### src/rtl/qlc_pkg.sv
package qlc_pkg;

  typedef enum logic [1:0] {
    MOVE_NONE = 2'd0,
    MOVE_UP   = 2'd1,
    MOVE_DOWN = 2'd2,
    MOVE_BAD  = 2'd3
  } move_e;

  // phase pair packed as {a, b}
  function automatic move_e classify_move(input logic [1:0] prev_ab,
                                          input logic [1:0] cur_ab);
    logic [1:0] diff;
    diff = prev_ab ^ cur_ab;
    if (diff == 2'b00) begin
      return MOVE_NONE;
    end else if (diff == 2'b11) begin
      return MOVE_BAD;
    end else if ((cur_ab[1] ^ prev_ab[0]) == 1'b1) begin
      return MOVE_UP;
    end else begin
      return MOVE_DOWN;
    end
  endfunction

endpackage

### src/rtl/qlc_sync.sv
module qlc_sync #(
  parameter int                STAGES    = 2,
  parameter int                BITS      = 1,
  parameter logic [BITS-1:0]   RESET_VAL = '0
) (
  input  logic            clk,
  input  logic            rst_n,
  input  logic [BITS-1:0] din,
  output logic [BITS-1:0] dout
);

  logic [BITS-1:0] chain_q [STAGES];

  for (genvar g = 0; g < STAGES; g++) begin : g_stage
    logic [BITS-1:0] stage_d;
    if (g == 0) begin : g_first
      assign stage_d = din;
    end else begin : g_next
      assign stage_d = chain_q[g-1];
    end

    always_ff @(posedge clk or negedge rst_n) begin
      if (!rst_n) begin
        chain_q[g] <= RESET_VAL;
      end else begin
        chain_q[g] <= stage_d;
      end
    end
  end

  assign dout = chain_q[STAGES-1];

endmodule

### src/rtl/qlc_phase_disc.sv
module qlc_phase_disc #(
  parameter int SETTLE = 3
) (
  input  logic clk,
  input  logic rst_n,
  input  logic a_s,
  input  logic b_s,
  output logic det_o,
  output logic step_o,
  output logic up_o,
  output logic bad_o
);
  import qlc_pkg::*;

  localparam int CW = $clog2(SETTLE + 1);

  logic [1:0]    prev_q;
  logic [CW-1:0] warm_q, warm_d;
  logic          step_q, step_d;
  logic          up_q, up_d;
  logic          bad_q, bad_d;
  logic          armed;
  move_e         move;

  always_comb begin
    move   = classify_move(prev_q, {a_s, b_s});
    armed  = (warm_q == '0);
    det_o  = armed && ((move == MOVE_UP) || (move == MOVE_DOWN));
    step_d = det_o;
    up_d   = (move == MOVE_UP);
    bad_d  = armed && (move == MOVE_BAD);
    warm_d = armed ? warm_q : warm_q - CW'(1);
  end

  always_ff @(posedge clk or negedge rst_n) begin
    if (!rst_n) begin
      prev_q <= 2'b00;
      warm_q <= CW'(SETTLE);
      step_q <= 1'b0;
      up_q   <= 1'b0;
      bad_q  <= 1'b0;
    end else begin
      prev_q <= {a_s, b_s};
      warm_q <= warm_d;
      step_q <= step_d;
      up_q   <= up_d;
      bad_q  <= bad_d;
    end
  end

  assign step_o = step_q;
  assign up_o   = up_q;
  assign bad_o  = bad_q;

endmodule

### src/rtl/qlc_updown.sv
module qlc_updown #(
  parameter int WIDTH = 8
) (
  input  logic             clk,
  input  logic             rst_n,
  input  logic             step_i,
  input  logic             up_i,
  output logic [WIDTH-1:0] count_o,
  output logic             carry_o,
  output logic             borrow_o
);

  localparam logic [WIDTH-1:0] TOP = '1;

  logic [WIDTH-1:0] count_q, count_d;
  logic             carry_q, carry_d;
  logic             borrow_q, borrow_d;

  always_comb begin
    count_d  = up_i ? count_q + WIDTH'(1) : count_q - WIDTH'(1);
    carry_d  = step_i && up_i && (count_q == TOP);
    borrow_d = step_i && !up_i && (count_q == '0);
  end

  always_ff @(posedge clk or negedge rst_n) begin
    if (!rst_n) begin
      count_q  <= '0;
      carry_q  <= 1'b0;
      borrow_q <= 1'b0;
    end else begin
      if (step_i) begin
        count_q <= count_d;
      end
      carry_q  <= carry_d;
      borrow_q <= borrow_d;
    end
  end

  assign count_o  = count_q;
  assign carry_o  = carry_q;
  assign borrow_o = borrow_q;

endmodule

### src/rtl/qlc_latch_hold.sv
module qlc_latch_hold #(
  parameter int WIDTH       = 8,
  parameter int HOLD_CYCLES = 2
) (
  input  logic             clk,
  input  logic             rst_n,
  input  logic             strobe_low_i,
  input  logic             det_i,
  input  logic             step_i,
  input  logic [WIDTH-1:0] count_i,
  output logic             latch_en_o,
  output logic [WIDTH-1:0] latched_o
);

  localparam int HW = $clog2(HOLD_CYCLES + 1);

  logic [HW-1:0]    guard_q, guard_d;
  logic             busy;
  logic             en_q, en_d;
  logic [WIDTH-1:0] latched_q;

  always_comb begin
    if (det_i) begin
      guard_d = HW'(HOLD_CYCLES);
    end else if (guard_q != '0) begin
      guard_d = guard_q - HW'(1);
    end else begin
      guard_d = guard_q;
    end
    busy = det_i || step_i || (guard_q != '0);
    // set when strobe low and idle, reset when strobe returns high
    en_d = strobe_low_i && (en_q || !busy);
  end

  always_ff @(posedge clk or negedge rst_n) begin
    if (!rst_n) begin
      guard_q   <= '0;
      en_q      <= 1'b0;
      latched_q <= '0;
    end else begin
      guard_q <= guard_d;
      en_q    <= en_d;
      if (en_q) begin
        latched_q <= count_i;
      end
    end
  end

  assign latch_en_o = en_q;
  assign latched_o  = latched_q;

endmodule

### src/rtl/quad_latch_counter.sv
module quad_latch_counter #(
  parameter int WIDTH       = 8,
  parameter int SYNC_STAGES = 2,
  parameter int HOLD_CYCLES = 2
) (
  input  logic             clk,
  input  logic             rst_n,
  input  logic             enc_a,
  input  logic             enc_b,
  input  logic             strobe_n,
  output logic [WIDTH-1:0] count_o,
  output logic [WIDTH-1:0] latched_o,
  output logic             carry_o,
  output logic             borrow_o,
  output logic             step_err_o
);

  localparam int SETTLE = SYNC_STAGES + 1;

  logic [1:0] rst_pipe_q;
  logic       rst_sync_n;
  logic [2:0] in_s;
  logic       det, step, up;
  logic       latch_en;

  always_ff @(posedge clk or negedge rst_n) begin
    if (!rst_n) begin
      rst_pipe_q <= 2'b00;
    end else begin
      rst_pipe_q <= {rst_pipe_q[0], 1'b1};
    end
  end
  assign rst_sync_n = rst_pipe_q[1];

  qlc_sync #(
    .STAGES   (SYNC_STAGES),
    .BITS     (3),
    .RESET_VAL(3'b100)
  ) u_sync (
    .clk  (clk),
    .rst_n(rst_sync_n),
    .din  ({strobe_n, enc_a, enc_b}),
    .dout (in_s)
  );

  qlc_phase_disc #(
    .SETTLE(SETTLE)
  ) u_disc (
    .clk   (clk),
    .rst_n (rst_sync_n),
    .a_s   (in_s[1]),
    .b_s   (in_s[0]),
    .det_o (det),
    .step_o(step),
    .up_o  (up),
    .bad_o (step_err_o)
  );

  qlc_updown #(
    .WIDTH(WIDTH)
  ) u_count (
    .clk     (clk),
    .rst_n   (rst_sync_n),
    .step_i  (step),
    .up_i    (up),
    .count_o (count_o),
    .carry_o (carry_o),
    .borrow_o(borrow_o)
  );

  qlc_latch_hold #(
    .WIDTH      (WIDTH),
    .HOLD_CYCLES(HOLD_CYCLES)
  ) u_hold (
    .clk         (clk),
    .rst_n       (rst_sync_n),
    .strobe_low_i(!in_s[2]),
    .det_i       (det),
    .step_i      (step),
    .count_i     (count_o),
    .latch_en_o  (latch_en),
    .latched_o   (latched_o)
  );

endmodule

### config.mk
export PLATFORM = sky130hd
export DESIGN_NAME = quad_latch_counter
export DESIGN_NICKNAME = d
export VERILOG_FILES = /design/src/rtl/qlc_pkg.sv /design/src/rtl/qlc_sync.sv /design/src/rtl/qlc_phase_disc.sv /design/src/rtl/qlc_updown.sv /design/src/rtl/qlc_latch_hold.sv /design/src/rtl/quad_latch_counter.sv
export SDC_FILE = /design/constraint.sdc
export NUM_CORES = 1
export LEC_CHECK = 0
export ABC_CLOCK_PERIOD_IN_PS = 2900
export BUFFER_PORTS_ARGS = -buffer_cell sky130_fd_sc_hd__buf_2
export CORE_ASPECT_RATIO = 1.25
export CORE_MARGIN = 8
export CORE_UTILIZATION = 38
export DETAILED_ROUTE_END_ITERATION = 10
export SETUP_SLACK_MARGIN = 0.3
export SLEW_MARGIN = 40
export SYNTH_ARGS = -nofsm -noshare
export SYNTH_HDL_FRONTEND = slang
export SYNTH_SLANG_ARGS = --single-unit
### constraint.sdc
create_clock -name clk -period 2.9 [get_ports clk]
set_input_delay 0.145 -clock clk [delete_from_list [all_inputs] [get_ports clk]]
set_output_delay 0.145 -clock clk [all_outputs]
set_load 0.03 [all_outputs]
[Yosys cells after proc, flatten, opt, wreduce, memory -nomap -nowiden]
Index checks and enable logic that the tools add are counted.
Word-level totals
  flip-flop bits (word level): 36
  input port bits: 5
  output and inout bits: 19
  word-level logic and storage cells: 50
Cells by class
  $add $sub $neg: 4
  equality and inequality tests: 5
  multiplexer cells: 6
  bitwise logic cells: 2
  reduce and logical (&&, ||, !) cells: 19
Operators by type and width (count)
  $mux 2: 5
  $add 8x1->8 const B: 1
  $eq 8x8->1 const B: 1
  $logic_not 8->1: 1
  $mux 8: 1
  $sub 8x1->8 const B: 1
  $logic_and 1x1->1: 7
  $eq 2x2->1 const B: 3
  $logic_not 2->1: 2
  $logic_or 1x1->1: 4
  $reduce_bool 2->1: 2
  $sub 2x1->2 const B: 2
  $logic_not 1->1: 3
  $eq 2x1->1 const B: 1
  $xor 2x2->2: 1
  $xor 1x1->1: 1

[Longest topological paths before layout]
Gate-level depths: netlist of run 1.
  depth in word-level cells: 12
  gate-level depth with buffers: 8
  mapped depth without buffers: 7

[By module]
From an unflattened synthesis of run 1, not the netlist that was laid out.
Unflattened totals
  cell total of the unflattened synthesis: 131
  area, all modules: 1677.9 µm²
Modules (own cells, without submodules)
  qlc_updown: times used 1, cells an instance 68, area each 696.9 µm², seq. area each 250.2 µm²
  qlc_latch_hold: times used 1, cells an instance 30, area each 474.2 µm², seq. area each 275.3 µm²
  qlc_phase_disc: times used 1, cells an instance 23, area each 296.5 µm², seq. area each 177.7 µm²
  qlc_sync: times used 1, cells an instance 6, area each 152.6 µm², seq. area each 152.6 µm²
  quad_latch_counter: times used 1, cells an instance 4, area each 57.6 µm², seq. area each 50.0 µm²

[Least setup slack after synthesis of run 1]
No wires, ideal clock.
  path type: flip-flop to flip-flop
  from: register u_disc.up_q (netlist: u_disc.up_o)
  to: register u_count.count_q[7] (netlist: u_count.count_o[7])
  arrival: 1.821 ns
  path slack: 0.940 ns
  stages on the path, launching flop included: 9
  period minus slack after synthesis: 1.960 ns
  cells stage by stage: dfrtp_1 -> clkbuf_2 -> inv_1 -> ha_1 -> a21oi_1 -> o21bai_1 -> or3_1 -> mux2i_1 -> o32ai_2
Between the ends
  word-level cells in the longest chain between the ends: 1
RTL lines
  from (decl): line qlc_phase_disc.sv:20  | logic up_q, up_d;
  from (signal assigned): line qlc_phase_disc.sv:46  | up_q <= up_d;
  $mux 8: line qlc_updown.sv:20  | count_d = up_i ? count_q + WIDTH'(1) : count_q - WIDTH'(1);
  to (signal assigned): line qlc_updown.sv:32  | count_q <= count_d;
  to (decl): line qlc_updown.sv:15  | logic [WIDTH-1:0] count_q, count_d;
No other way between the ends.
A chain may end at the register's enable or synchronous reset.

[Final worst setup path of run 1]
Ends and elaborated chain as after synthesis.

==> summary.txt, run 1 <==
Worst setup path
  – Reg2reg end: u_count.count_o[7]
  – Worst path slowest cell: dfrtp_1
  – Crit-path leading delay family: compound AO/OA/AOI/OAI gates
  – Crit path capture type: flop
  – Reg2Reg Setup Slack: ~0.71 ns
  – Worst-path cell chain: inv_1, ha_1, o21ai_0, nor2_2, a31oi_1, mux2i_1, o32ai_2
  – CP Buf/Inv Count: 1
  – CP peak stage delay: 0.45 ns
  – CP required: 3.06 ns
  – Worst setup SP type: flop
  – CP Depth: 7
  – Reg-to-Reg Start: u_disc.up_o
  – Worst Path Max Fanout: 8
  – Crit path DAT: roughly 2.4 ns
  – Worst Setup EP: u_count.count_o[7]
  – Crit Path Class: reg -> reg
  – Setup crit start: u_disc.up_o
  – Reg2reg path depth: 7

Job
  – Total of max-cap violations: 0

STA
  – Worst-margin pin slew: slightly below 0.6 ns
  – Clock skew: 0.00632 ns
  – Max Fclk: approximately 460 MHz
  – Period minus WS final: around 2.2 ns
  – Tcrit/Tclk final: 0.755
  – Final setup viols: 0
  – Final Hold Vio Count: 0
  – RSZ-0062 raised after global routing: no
  – Setup TNS: 0 ns
  – Max Slew Vio Count: 0
  – Slew HR: 0.615

Global routing
  – Initial antenna violation count: 0
  – Vias in the first global route: 1,121
  – Largest net degree at the start of global routing: 20
  – Grt total ovfl: 0
  – Tot GR Track Use: 0.106
  – First-pass GRT wire length: between 5000 and 6000 µm

Finish
  – ANT cells: 0
  – Ratio of cells with drive above 1 in the final layout: 0.331
  – Post-route cell area: approximately 2000 µm²
  – Area grow syn2layout: 23.1%
  – Fin cells: 219
  – Final Util: 0.488
  – Nets@finish: between 150 and 200

Place
  – Post-DP HPWL: 2280 µm
  – GPL Wtd Cong: 0.863
  – IO Port Bufs: 23
  – Dpl cells: slightly above 200
  – DP Area: about 1800 µm²

Synthesis
  – YS warnings: 0
  – Sequential area share after synthesis: 0.553
  – Synth Flop Type: dfrtp_1
  – Syn Nets: 146
  – Post-synth EDFFs: 0
  – Post-synth top area cell: dfrtp_1
  – Cells after Synth: 130
  – Syn_area_per_cell: ~13 µm²
  – Flops & latches, synth: 36
  – Area share of the largest cell type after synthesis: 0.489
  – Synth unique cells: 33
  – Asr flop ratio synth: 1.00
  – Synth area leaders: dfrtp_1, mux2_2, ha_1, dfstp_2, xnor2_1
  – Synthesized cell area: around 1600 µm²

CTS
  – TritonCTS clock tree: done
  – H-tree depth: 2
  – Clk slew on worst S/H paths: roughly 0.070 ns
  – Root Driver: clkbuf_8
  – Later-pin clock latency in the skew report: around 0.29 ns
  – Post-CTS Setup Bufs: 0
  – Total CTS buffers: 5
  – Clock Path Buffers: 2
  – Resize count post-CTS: 0
  – CTS Sinks: 36

Route
  – 1st-iter DRT viols: 35
  – Post-route ant nets: 0
  – Detailed-route DRC error count: 0
  – DR WL/cell: roughly 14 µm
  – Final wirelength: a little over 3000 µm
  – Vias/cell: between 4 and 5
  – DR pass1 iterations: 4
  – Total vias in the final route: ~1,100

Floorplanning
  – FP Rows: 26
  – Die Ht: just under 90 µm
  – Core area: 4130 µm²
  – IO Pins: 24
  – Die width: roughly 75 µm
  – Starting Density: 0.396
  – Die area: 6680 µm²

Pwr
  – Leak: 0.000938 µW
  – Power per standard cell area: roughly 1200 nW/µm²
  – VDD IR-drop max: around 0.4 mV

Status
  – Status: finished, final reports clean

Min path
  – Hold Path Class: in -> async
cell usage after synthesis (2+ instances only):
| library cell | n |
|---|---|
| nand2_1 | 5 |
| a31oi_1 | 2 |
| dfstp_2 | 4 |
| mux2i_1 | 2 |
| nor2_1 | 3 |
| a21oi_1 | 6 |
| o21ai_0 | 5 |
| nor4_1 | 3 |
| nand4_1 | 2 |
| xor2_1 | 5 |
| xnor2_1 | 6 |
| nor3_1 | 4 |
| ha_1 | 10 |
| inv_1 | 11 |
| mux2_2 | 13 |
| dfrtp_1 | 32 |
kinds of logic after synthesis:
group / share of synthesized area
simple gates: 0.0680
compound gates: 0.0940
buf+inv: 0.0336
mux: 0.102
xor+xnor: 0.0588
flops: 0.553
fa+ha+maj: 0.0886
other cells: 0.00229
cells in the final DEF, fill, tap and decap left out, types with 2 or more instances in the layout:
master         Yosys  routed
dfrtp_1           32      32
buf_2              1      23
mux2_2            13      13
inv_1             11      11
ha_1              10      10
xnor2_1            6       6
a21oi_1            6       6
xor2_1             5       5
nand2_1            5       5
o21ai_0            5       5
clkbuf_8           0       5
nor3_1             4       4
dlygate4sd3_1      0       4
dfstp_2            4       4
nor4_1             3       3
nor2_1             3       3
bufinv_16          0       3
nand4_1            2       2
a31oi_1            2       2
mux2i_1            2       2
stage by stage:
step / hold WS [ns] / setup slack [ns] / total power [µW]
after global placement: -0.0698 / 0.881 / 1880
after global routing: 0.166 / 0.593 / 2690
after CTS: 0.160 / 0.751 / 2540
final: 0.164 / 0.711 / 2520
after floorplan: -0.151 / 0.940 / 1630
after detailed placement: -0.0694 / 0.765 / 1910
what timing repair did:
action | 4_1_cts | 5_1_grt
hold buffers | 4 | 0
setup endpoints to repair | 0 | 0
hold endpoints to repair | 5 | 0
how the worst min path moves through the flow:
stage	startpoint	endpoint	slack, ns
after floorplan	rst_n	rst_pipe_q[0]	-0.15
after global placement	rst_n	rst_pipe_q[0]	-0.07
after detailed placement	rst_n	rst_pipe_q[0]	-0.07
after CTS	rst_n	rst_pipe_q[0]	0.16
after global routing	rst_n	rst_pipe_q[0]	0.17
final	rst_n	rst_pipe_q[0]	0.16
power breakdown:
part	switching [µW]	internal [µW]	total [µW]	leakage (µW)
logic	632	453	1090	0.000432
clock network	183	430	613	0.0000784
registers	172	647	818	0.000428
total	987	1530	2520	0.000938
final cells by class:
class                           instances  area (µm²)
Clock buffer                            5        68.8
Clock inverter                          3        90.1
Fill cell                             383        2120
Inverter                               11        41.3
Multi-Input combinational cell         80         677
Sequential cell                        36         906
Tap cell                               56        70.1
Timing Repair Buffer                   28         163
registers in the layout (all words and copies together) (netlist names):
register	flops
rst_pipe_q	2
u_count.borrow_o	1
u_count.carry_o	1
u_count.count_o	8
u_disc.bad_o	1
u_disc.prev_q	2
u_disc.step_o	1
u_disc.up_o	1
u_disc.warm_q	2
u_hold.guard_q	2
u_hold.latch_en_o	1
u_hold.latched_o	8
u_sync.dout	3
u_sync.g_stage.stage_d	3
metal layers:
metal  track usage  part of all wire  routed length [µm]  up-vias
met5             0                 0                   0        -
li1              -                 -                   -      513
met4        0.0482             0.017                  52        0
met2         0.182              0.51                1580       17
met3        0.0359             0.058                 179        5
met1         0.113              0.42                1290      523
(Power assumes the default switching activity.)
==> inputs of run 2 (changes only) <==
--- a/config.mk
+++ b/config.mk
@@ -5,7 +5,7 @@
 export SDC_FILE = /design/constraint.sdc
 export NUM_CORES = 1
 export LEC_CHECK = 0
-export ABC_CLOCK_PERIOD_IN_PS = 2900
+export ABC_CLOCK_PERIOD_IN_PS = 2000
 export BUFFER_PORTS_ARGS = -buffer_cell sky130_fd_sc_hd__buf_2
 export CORE_ASPECT_RATIO = 1.25
 export CORE_MARGIN = 8
==> constraint.sdc (replaced) <==
create_clock -name clk -period 2 [get_ports clk]
set_input_delay 0.1 -clock clk [delete_from_list [all_inputs] [get_ports clk]]
set_output_delay 0.1 -clock clk [all_outputs]
set_load 0.03 [all_outputs]
==> run 2 against run 1 <==
- via count rose by 8.4%
- combinational power rose by 83%
- non-clock buffer count rose by 8
- global-route usage rose by 0.83 points
- cell area rose by 5.8%
- flip-flop and latch count did not move
- sequential share of layout area fell by 2.0 points
- maximum frequency rose by 19%
- clock power rose by 1%
- wire length rose by 10%
- critical path depth did not move
- largest power group unchanged
- highest routed layer unchanged
==> summary.txt, run 2 (synthesized netlist as in run 1, its figures left out) <==
Pwr
  – P_sw: 1570 µW (+59%)
  – Power per standard cell area: 1780 nW/µm² (+43%)
  – Clock share of power: 0.163 (-0.080)
  – VDD IR-drop max: 0.814 mV (+110%)
  – Sw Share: 0.413 (+0.0212)
  – Leak: 0.000957 µW (+2.0%)
  – Internal: 2230 µW (+46%)
  – Comb pwr share: 0.528 (+0.097)
  – Sequential Power Share: 0.309 (-0.016)

STA
  – Final Hold Vio Count: 0 (unchanged)
  – Period minus WS final: 1.83 ns (-0.356 ns)
  – RSZ-0062 raised after global routing: yes
  – Setup TNS: 0 ns (unchanged)
  – Max Fclk: 546 MHz (+19%)
  – Max Slew Vio Count: 0 (unchanged)
  – Worst setup margin: 0.167 ns (-0.544 ns)
  – Final setup viols: 0 (unchanged)
  – Clock skew: 0.00529 ns (-0.00103 ns)
  – Tcrit/Tclk final: 0.916 (+0.162)

Worst setup path
  – Reg2reg end: u_count.count_o[7]
  – Crit path DAT: 2.02 ns (-0.33 ns)
  – Crit Path Class: reg -> reg
  – Reg-to-Reg Start: u_disc.up_o
  – Reg2Reg Setup Slack: 0.17 ns (-0.54 ns)
  – Worst Path Max Fanout: 8 (unchanged)
  – Reg2reg path depth: 7 (unchanged)
  – CP required: 2.19 ns (-0.87 ns)
  – Worst setup SP type: flop
  – Crit path capture type: flop

Floorplanning
  – Die Ht: 89.4 µm (unchanged)
  – Core area: 4130 µm² (unchanged)
  – FP Rows: 26 (unchanged)
  – Starting Density: 0.396 (unchanged)
  – Die area: 6680 µm² (unchanged)
  – Die width: 74.7 µm (unchanged)
  – IO Pins: 24 (unchanged)

Finish
  – Area grow syn2layout: 30.2%
  – ANT cells: 0 (unchanged)
  – Commonest non-fill, non-tap cell in the layout: dfrtp_1
  – Ratio of cells with drive above 1 in the final layout: 0.474 (+0.142)
  – Nets@finish: 186 (+4.5%)
  – Most frequent cells in the layout: dfrtp_1, buf_2, mux2_2

CTS
  – Clock Path Buffers: 2 (unchanged)
  – Clk slew on worst S/H paths: 0.07 ns (about the same)
  – Root Driver: clkbuf_8
  – Total CTS buffers: 5 (unchanged)
  – Later-pin clock latency in the skew report: 0.29 ns (about the same)
  – H-tree depth: 2 (unchanged)
  – CTS Sinks: 36 (unchanged)
  – TritonCTS clock tree: done

Global routing
  – First-pass GRT wire length: 5550 µm (+5.4%)
  – M3 GR Usage: 0.0314 (-0.00449)
  – Vias in the first global route: 1,202 (+7.2%)
  – GR peak layer: met2
  – GR Layer Usage met1: 0.111 (-0.00217)
  – Initial antenna violation count: 0 (unchanged)
  – Met2 Usage GRT: 0.203 (+0.0207)
  – Tot GR Track Use: 0.114 (+0.00829)
  – Grt total ovfl: 0 (unchanged)
  – Largest net degree at the start of global routing: 35 (+75%)

Route
  – DR pass1 iterations: 4 (unchanged)
  – DR WL/cell: 15.1 µm (+6.1%)
  – Final wirelength: 3420 µm (+10%)
  – 1st-iter DRT viols: 77 (+120%)
  – Vias/cell: 5.05 (+4.6%)
  – Post-route ant nets: 0 (unchanged)
  – Detailed-route DRC error count: 0 (unchanged)
  – Total vias in the final route: 1,147 (+8.4%)

Status
  – Status: finished, final reports clean

Place
  – IO Port Bufs: 23 (unchanged)
  – GPL Wtd Cong: 0.865 (+0.19%)
  – Post-DP HPWL: 2380 µm (+4.3%)
  – Pre-CTS setup slack: 0.0410 ns (-0.724 ns)

Job
  – Total of max-cap violations: 0 (unchanged)

Min path
  – Hold Path Class: in -> async
==> run 2: cell count changes in the layout (fill, tap and decap cells not counted), moves of 3 or more <==
| cell | change |
|---|---|
| a21oi_1 | -3 |
| buf_4 | +8 |
| dfrtp_1 | -8 |
| dfrtp_2 | +8 |
| ha_1 | -4 |
| ha_4 | +4 |
| o21ai_0 | -3 |
==> run 2: power by group through the flow <==
stage | registers (µW) | logic [µW] | clock network (µW)
after floorplan | 1490 | 1020 | 0
after global placement | 1200 | 1680 | 0
after detailed placement | 1220 | 1730 | 0
after CTS | 1170 | 1920 | 645
after global routing | 1210 | 2140 | 678
final | 1170 | 2000 | 620
==> run 2: how the worst max path moves through the flow <==
stage / from / to / slack [ns] / cells past startpoint
floorplan: u_disc.up_o / u_count.count_o[7] / 0.28 / 8
global placement: u_disc.up_o / u_count.count_o[6] / 0.13 / 7
detailed placement: u_disc.up_o / u_count.count_o[7] / 0.04 / 7
CTS: u_disc.up_o / u_count.count_o[7] / 0.20 / 7
global route: u_disc.up_o / u_count.count_o[7] / 0.12 / 7
finish: u_disc.up_o / u_count.count_o[7] / 0.17 / 7
==> run 2: what timing repair did <==
item / in CTS / in global routing
setup buffers: 6 / 1
setup endpoints to repair: 4 / 4
hold buffers: 4 / 0
pin swaps: 3 / 2
endpoints found under the hold margin: 5 / 0
gates resized for setup: 4 / 4
==> run 2: per-layer routing <==
layer  up-vias  share of wire
met5         -              0
met3         7          0.051
met4         0          0.023
met1       582           0.37
met2        27           0.55
li1        531              -
==> run 2: area by class of cell <==
type | instances | area (µm²)
inverter | 11 | 48.8
timing repair buffer | 36 | 223
fill | 391 | 2000
tap | 56 | 70.1
sequential | 36 | 916
clock buffer | 6 | 72.6
clock inverter | 2 | 35.0
multi-input combinational | 80 | 767
==> run 2: critical path, stage by stage, from the launching register on <==
cell and delay [ns]:
dfrtp_2 0.45, inv_8 0.11, ha_4 0.21, a211oi_4 0.25
nor2_2 0.10, a221oi_4 0.24, xnor2_1 0.14, o32ai_2 0.24
==> run 2: stage by stage <==
step	instance area [µm²]	hold slack (ns)	total power [µW]	cells	utilization
3_3_place_gp	1900	-0.115	2880	208	0.459
4_1_cts	2100	0.105	3740	226	0.509
2_1_floorplan	1720	-0.196	2510	130	-
3_5_place_dp	1900	-0.113	2950	208	0.459
5_1_grt	2130	0.117	4030	227	0.516
6_report	2130	0.114	3790	227	0.516
